[src/rtl/bpm_pkg.sv]
`timescale 1ns/1ps
package bpm_pkg;
  // measurement state of the period counter
  typedef enum logic {
    ARM_IDLE = 1'b0,   // waiting for the first beat edge
    ARM_LIVE = 1'b1    // a beat edge has been seen, counting a full period
  } arm_state_t;

  // mask with the lowest n bits set, used to build the edge pattern
  function automatic logic [31:0] low_ones(input int n);
    logic [31:0] m;
    m = '0;
    for (int i = 0; i < 32; i++) begin
      if (i < n) m[i] = 1'b1;
    end
    return m;
  endfunction
endpackage

[src/rtl/bpm_phase_sampler.sv]
`timescale 1ns/1ps
module bpm_phase_sampler #(
  parameter int STAGES = 2
) (
  input  logic clk,
  input  logic rst,
  input  logic clr,
  input  logic din,
  output logic phase
);
  logic [STAGES-1:0] chain;

  // first stage takes the raw level at the reference rising edge
  always_ff @(posedge clk) begin
    if (rst || clr) chain[0] <= 1'b0;
    else            chain[0] <= din;
  end

  for (genvar g = 1; g < STAGES; g++) begin : g_stage
    always_ff @(posedge clk) begin
      if (rst || clr) chain[g] <= 1'b0;
      else            chain[g] <= chain[g-1];
    end
  end

  assign phase = chain[STAGES-1];
endmodule

[src/rtl/bpm_vote_filter.sv]
`timescale 1ns/1ps
module bpm_vote_filter #(
  parameter int VOTE_LEN  = 5,
  parameter int EDGE_LOW  = 2,
  parameter int EDGE_HIGH = 3
) (
  input  logic clk,
  input  logic rst,
  input  logic clr,
  input  logic phase,
  output logic tick
);
  import bpm_pkg::*;

  localparam int EDGE_LEN = EDGE_LOW + EDGE_HIGH;
  localparam int THRESH   = VOTE_LEN / 2 + 1;
  localparam int FILL_W   = $clog2(VOTE_LEN + 1);
  localparam logic [FILL_W-1:0]   FILL_DONE = FILL_W'(VOTE_LEN);
  localparam logic [EDGE_LEN-1:0] EDGE_PAT  = EDGE_LEN'(low_ones(EDGE_HIGH));

  logic [VOTE_LEN-1:0] win;
  logic [FILL_W-1:0]   fill;
  logic [FILL_W-1:0]   ones;
  logic [EDGE_LEN-1:0] vhist;
  logic                filled;
  logic                voted;

  assign filled = (fill == FILL_DONE);

  // sliding window of the most recent phase bits
  always_ff @(posedge clk) begin
    if (rst || clr) begin
      win  <= '0;
      fill <= '0;
    end else begin
      win <= {win[VOTE_LEN-2:0], phase};
      if (!filled) fill <= fill + 1'b1;
    end
  end

  always_comb begin
    ones = '0;
    for (int i = 0; i < VOTE_LEN; i++) ones = ones + FILL_W'(win[i]);
  end

  assign voted = (ones >= FILL_W'(THRESH));

  // history of voted bits, preset high so start-up cannot look like an edge
  always_ff @(posedge clk) begin
    if (rst || clr)  vhist <= '1;
    else if (filled) vhist <= {vhist[EDGE_LEN-2:0], voted};
  end

  assign tick = (vhist == EDGE_PAT);

  assert_quiet_fill_R7: assert property (@(posedge clk) disable iff (rst)
    !filled |-> !tick);

  assert_tick_isolated_R4: assert property (@(posedge clk) disable iff (rst)
    (tick && !clr) |=> !tick);
endmodule

[src/rtl/bpm_period_counter.sv]
`timescale 1ns/1ps
module bpm_period_counter #(
  parameter int CNT_W = 8
) (
  input  logic             clk,
  input  logic             rst,
  input  logic             clr,
  input  logic             tick,
  output logic             tick_q,
  output logic             valid_q,
  output logic [CNT_W-1:0] period_q,
  output logic             ovf_q
);
  import bpm_pkg::*;

  localparam logic [CNT_W-1:0] CNT_MAX = '1;
  localparam logic [CNT_W-1:0] CNT_ONE = CNT_W'(1);

  arm_state_t       arm;
  logic [CNT_W-1:0] cnt;
  logic             ovf_flag;

  always_ff @(posedge clk) begin
    if (rst) begin
      arm      <= ARM_IDLE;
      cnt      <= '0;
      ovf_flag <= 1'b0;
      tick_q   <= 1'b0;
      valid_q  <= 1'b0;
      period_q <= '0;
      ovf_q    <= 1'b0;
    end else if (clr) begin
      // measurement state cleared, last result kept
      arm      <= ARM_IDLE;
      cnt      <= '0;
      ovf_flag <= 1'b0;
      tick_q   <= 1'b0;
      valid_q  <= 1'b0;
    end else begin
      tick_q  <= tick;
      valid_q <= tick && (arm == ARM_LIVE);
      if (tick) begin
        arm      <= ARM_LIVE;
        cnt      <= CNT_ONE;
        ovf_flag <= 1'b0;
        if (arm == ARM_LIVE) begin
          period_q <= cnt;
          ovf_q    <= ovf_flag;
        end
      end else if (cnt == CNT_MAX) begin
        ovf_flag <= 1'b1;
      end else begin
        cnt <= cnt + 1'b1;
      end
    end
  end

  assert_no_wrap_R8: assert property (@(posedge clk) disable iff (rst)
    (!clr && !tick && cnt == CNT_MAX) |=> (cnt == CNT_MAX));

  assert_ovf_only_at_max_R8: assert property (@(posedge clk) disable iff (rst)
    (valid_q && period_q != CNT_MAX) |-> !ovf_q);

  assert_valid_pulse_R9: assert property (@(posedge clk) disable iff (rst)
    valid_q |=> !valid_q);

  assert_hold_count_R9: assert property (@(posedge clk) disable iff (rst)
    !valid_q |-> ($stable(period_q) && $stable(ovf_q)));

  assert_valid_with_tick_R9: assert property (@(posedge clk) disable iff (rst)
    valid_q |-> tick_q);
endmodule

[src/rtl/beat_period_meter.sv]
`timescale 1ns/1ps
module beat_period_meter #(
  parameter int CNT_W       = 8,
  parameter int SYNC_STAGES = 2,
  parameter int VOTE_LEN    = 5,
  parameter int EDGE_LOW    = 2,
  parameter int EDGE_HIGH   = 3
) (
  input  logic             clk,
  input  logic             rst,
  input  logic             run,
  input  logic             stress_in,
  output logic             beat_tick,
  output logic             period_valid,
  output logic [CNT_W-1:0] period_count,
  output logic             period_ovf
);
  logic clr;
  logic phase;
  logic tick;

  assign clr = !run;

  bpm_phase_sampler #(.STAGES(SYNC_STAGES)) u_sample (
    .clk  (clk),
    .rst  (rst),
    .clr  (clr),
    .din  (stress_in),
    .phase(phase)
  );

  bpm_vote_filter #(
    .VOTE_LEN (VOTE_LEN),
    .EDGE_LOW (EDGE_LOW),
    .EDGE_HIGH(EDGE_HIGH)
  ) u_vote (
    .clk  (clk),
    .rst  (rst),
    .clr  (clr),
    .phase(phase),
    .tick (tick)
  );

  bpm_period_counter #(.CNT_W(CNT_W)) u_count (
    .clk     (clk),
    .rst     (rst),
    .clr     (clr),
    .tick    (tick),
    .tick_q  (beat_tick),
    .valid_q (period_valid),
    .period_q(period_count),
    .ovf_q   (period_ovf)
  );

  assert_idle_when_stopped_R10: assert property (@(posedge clk) disable iff (rst)
    !run |=> (!period_valid && !beat_tick));
endmodule

[config.mk]
export PLATFORM = sky130hd
export DESIGN_NAME = beat_period_meter
export DESIGN_NICKNAME = d
export VERILOG_FILES = /design/src/rtl/bpm_pkg.sv /design/src/rtl/bpm_phase_sampler.sv /design/src/rtl/bpm_vote_filter.sv /design/src/rtl/bpm_period_counter.sv /design/src/rtl/beat_period_meter.sv
export SDC_FILE = /design/constraint.sdc
export NUM_CORES = 1
export LEC_CHECK = 0
export ABC_CLOCK_PERIOD_IN_PS = 2900
export BUFFER_PORTS_ARGS = -buffer_cell sky130_fd_sc_hd__buf_2
export CAP_MARGIN = 10
export CORE_ASPECT_RATIO = 0.75
export CORE_MARGIN = 4
export CORE_UTILIZATION = 61
export DETAILED_ROUTE_END_ITERATION = 6
export GPL_TIMING_DRIVEN = 0
export PLACE_DENSITY_LB_ADDON = 0.25
export SLEW_MARGIN = 20
export SYNTH_ARGS = -nofsm -noshare
export SYNTH_HDL_FRONTEND = slang
export SYNTH_HIERARCHICAL = 1
export SYNTH_SLANG_ARGS = --single-unit
[constraint.sdc]
create_clock -name clk -period 2.9 [get_ports clk]
set_input_delay 0 -clock clk [delete_from_list [all_inputs] [get_ports clk]]
set_output_delay 0 -clock clk [all_outputs]
set_load 0.02 [all_outputs]
==> flow_metrics.tcl <==
set metrics [dict create \
    status "finished clean" \
    syn_inst 150 \
    fillers 188 \
    slew_headroom_pct 66.5 \
    worstSetupEndpointType "flop" \
    reg2reg_to "u_vote/vhist[0]" \
    whs_endpoint "u_vote/fill[1]" \
    synth_edf_count 0 \
    setup_viol 0 \
    syn-num-nets 161 \
    start_util_pct 64.0 \
    switching_share_pct 19.7 \
    fin_hold_ws_ns 0.0295 \
    fp.dieH_um 50.4 \
    root_buffer "clkbuf_4" \
    h-tree-depth 2 \
    worstPathRequired_ns 3.13 \
    clock_sinks 36 \
    tightest_slew_ns 0.501 \
    async_flop_share_pct 0 \
    r2r-start "u_vote/win[0]" \
    clk_pin_slew_ns 0.11 \
    synth_area_per_cell_um2 9.77 \
    viasPerCell 5.53 \
    min_period_ns 2.07 \
    postRouteAntennaNets 0 \
    synth_area_leader_cell "dfxtp_1" \
    avgRoutedWirePerCell_um 14.0 \
    regArea_um2 721 \
    n_antenna_cell 0 \
    fmax_mhz 482 \
    setup-tns-final_ns 0 \
    maxSlewViolCount 0 \
    clk-insertion-delay-late_ns 0.34 \
    cts_made_buffers 5 \
    final_nets 183 \
    cp.arrival_ns 2.31 \
    finalClockSkew_ns 0.0159 \
    area_growth_pct 14.9 \
    first_iter_violations 50 \
    ys_ff_latch 36 \
    design.core.area_mm2 0.00229 \
    die_area_mm2 0.00326 \
    hold_violations 0 \
    vias 1145 \
    worstSetupPathType "reg -> reg" \
    hold_start "rst" \
    wirelength_mm 2.90 \
    p_clk_share_pct 42.3 \
    critPathMaxFanout 2 \
    fin_ws_ns 0.825 \
    first_pass_iters 4 \
    rrSetupSlack_ns 0.83 \
    syn_area_mm2 0.00147 \
    vdd_ir_drop_max_uv 526 \
    drc_errors 0 \
    fin_area_mm2 0.00168 \
    grt_max_degree 15 \
    ys.flop_type "dfxtp_1" \
    grt_pass1_wl_mm 4.93 \
    grt_pass1_vias 1113 \
    placed_cell_area_mm2 0.00158 \
    drive_above_1_share_pct 19.7 \
    synth_top_area_share_pct 49.2 \
    ff2ff_path_depth 8 \
    synth_warnings 6 \
    synthTopCellsByArea "dfxtp_1 (49%), mux2i_1 (6.1%), ha_1 (4.3%), nor3_1 (3.8%), nor2_1 (3.6%)" \
    fp.dieW_um 64.6 \
    seq_power_share_pct 54.7 \
    grtUsageTotal_pct 20.0 \
    netSwitchingPower_uw 181 \
    clock_path_buffers 2 \
    gp_congestion 0.757 \
    cell_internal_pwr_uw 737 \
    multi_input_area_um2 674 \
    synth_common_cells "dfxtp_1 (36), nor2_1 (14), nor3_1 (11)" \
    io_buffers 14 \
    dpl.hpwl_mm 2.00 \
    post-route-period-util_pct 71.5 \
    p_leak_nw 0.769 \
    io_pins 15 \
    power_density_mw_per_mm2 545 \
    ys_seq_area_share_pct 49.2 \
    min_path_type "in -> reg" \
    yosysMostFrequentCell "dfxtp_1" \
    fp-row-count 15 \
    antenna_found_initial 0 \
    grt_overflow 0 \
    dpl_worst_slack_ns 0.875 \
    pwr-share-comb_pct 3.0 \
    cp-start-kind "flop" \
    drv_cap 0 \
    rsz0062_at_grt "no" \
    holdPathStages 2 \
    synth_cell_types 37 \
    cts_tree "yes" \
]
[flip-flops by register name, indices dropped and copies added (netlist names), 3 cells and up]
register	cells
u_vote/win	5
u_count/cnt	8
u_vote/vhist	5
u_vote/fill	3
u_count/period_q	8
[repair_timing]
| item | 4_1_cts | 5_1_grt |
|---|---|---|
| setup endpoints to repair | 0 | 0 |
| hold endpoints to repair | 1 | 0 |
| hold buffers | 1 | 0 |
| setup buffers | 0 | 0 |
| resized for setup | 0 | 0 |
[critical path: stages, from the launching register on]
cell and delay [ns]:
dfxtp_1 0.32, inv_1 0.07, fa_1 0.49, fa_1 0.39, inv_1 0.12, ha_1 0.25
nor3b_1 0.14, nor3_1 0.11, o21ai_0 0.10
[power by group through the flow]
stage	clock (mW)	combinational, mW	sequential [mW]
floorplan	0	0.0171	0.512
global placement	0	0.0248	0.512
detailed placement	0	0.0262	0.513
CTS	0.391	0.0272	0.501
global route	0.413	0.0306	0.502
finish	0.388	0.0275	0.501
[worst max-delay path by stage]
stage	from	to	slack, ns	cells past startpoint
after floorplan	u_vote/win[0]	u_vote/vhist[0]	1.0	8
after global placement	u_vote/win[0]	u_vote/vhist[0]	0.91	8
after detailed placement	u_vote/win[0]	u_vote/vhist[0]	0.88	8
after CTS	u_vote/win[0]	u_vote/vhist[0]	0.83	8
after global routing	u_vote/win[0]	u_vote/vhist[0]	0.70	8
final	u_vote/win[0]	u_vote/vhist[0]	0.83	8
[logic make-up (layout without fill, tap and decap cells)]
kind of cell	count (synthesis)	count (layout)	synth area share [%]
and+or+nand+nor	62	62	22.9
DFF	36	36	49.2
AOI/OAI and AO/OA	20	20	9.39
buffers and inverters	15	38	4.78
muxes	9	9	6.15
adders and majority gates	7	7	7.00
xor gates and xnor gates	1	1	0.598
[per-stage QoR]
| step | power (mW) | std cells | utilization, % |
|---|---|---|---|
| global route | 0.945 | 207 | 73.5 |
| CTS | 0.919 | 207 | 73.5 |
| detailed placement | 0.539 | 198 | 68.9 |
| floorplan | 0.529 | 150 | - |
| finish | 0.917 | 207 | 73.5 |
| global placement | 0.537 | 198 | 68.9 |
[area by class of cell]
cell class / count / area share, %
Inverter: 10 / 2.23
Timing Repair Buffer: 15 / 4.76
Clock inverter: 1 / 1.78
Clock buffer: 7 / 3.87
Sequential cell: 36 / 42.8
Buffer: 5 / 1.93
Multi-Input combinational cell: 99 / 40.1
Tap cell: 34 / 2.53
[routing by layer]
layer	vias up	GRT usage [%]	share of wire, %
met5	-	0	0
met4	0	4.56	0.76
met3	2	7.38	5.2
met2	32	33.0	47
met1	543	24.9	46
li1	568	-	-
[cells in the final DEF (no fill, tap or decap), types with 7 or more instances in the layout]
cell,instances
dfxtp_1,36
buf_2,16
nor2_1,14
nor3_1,11
inv_1,10
mux2i_1,9
nand2_1,9
nand3_1,7
(Power assumes the default switching activity.)
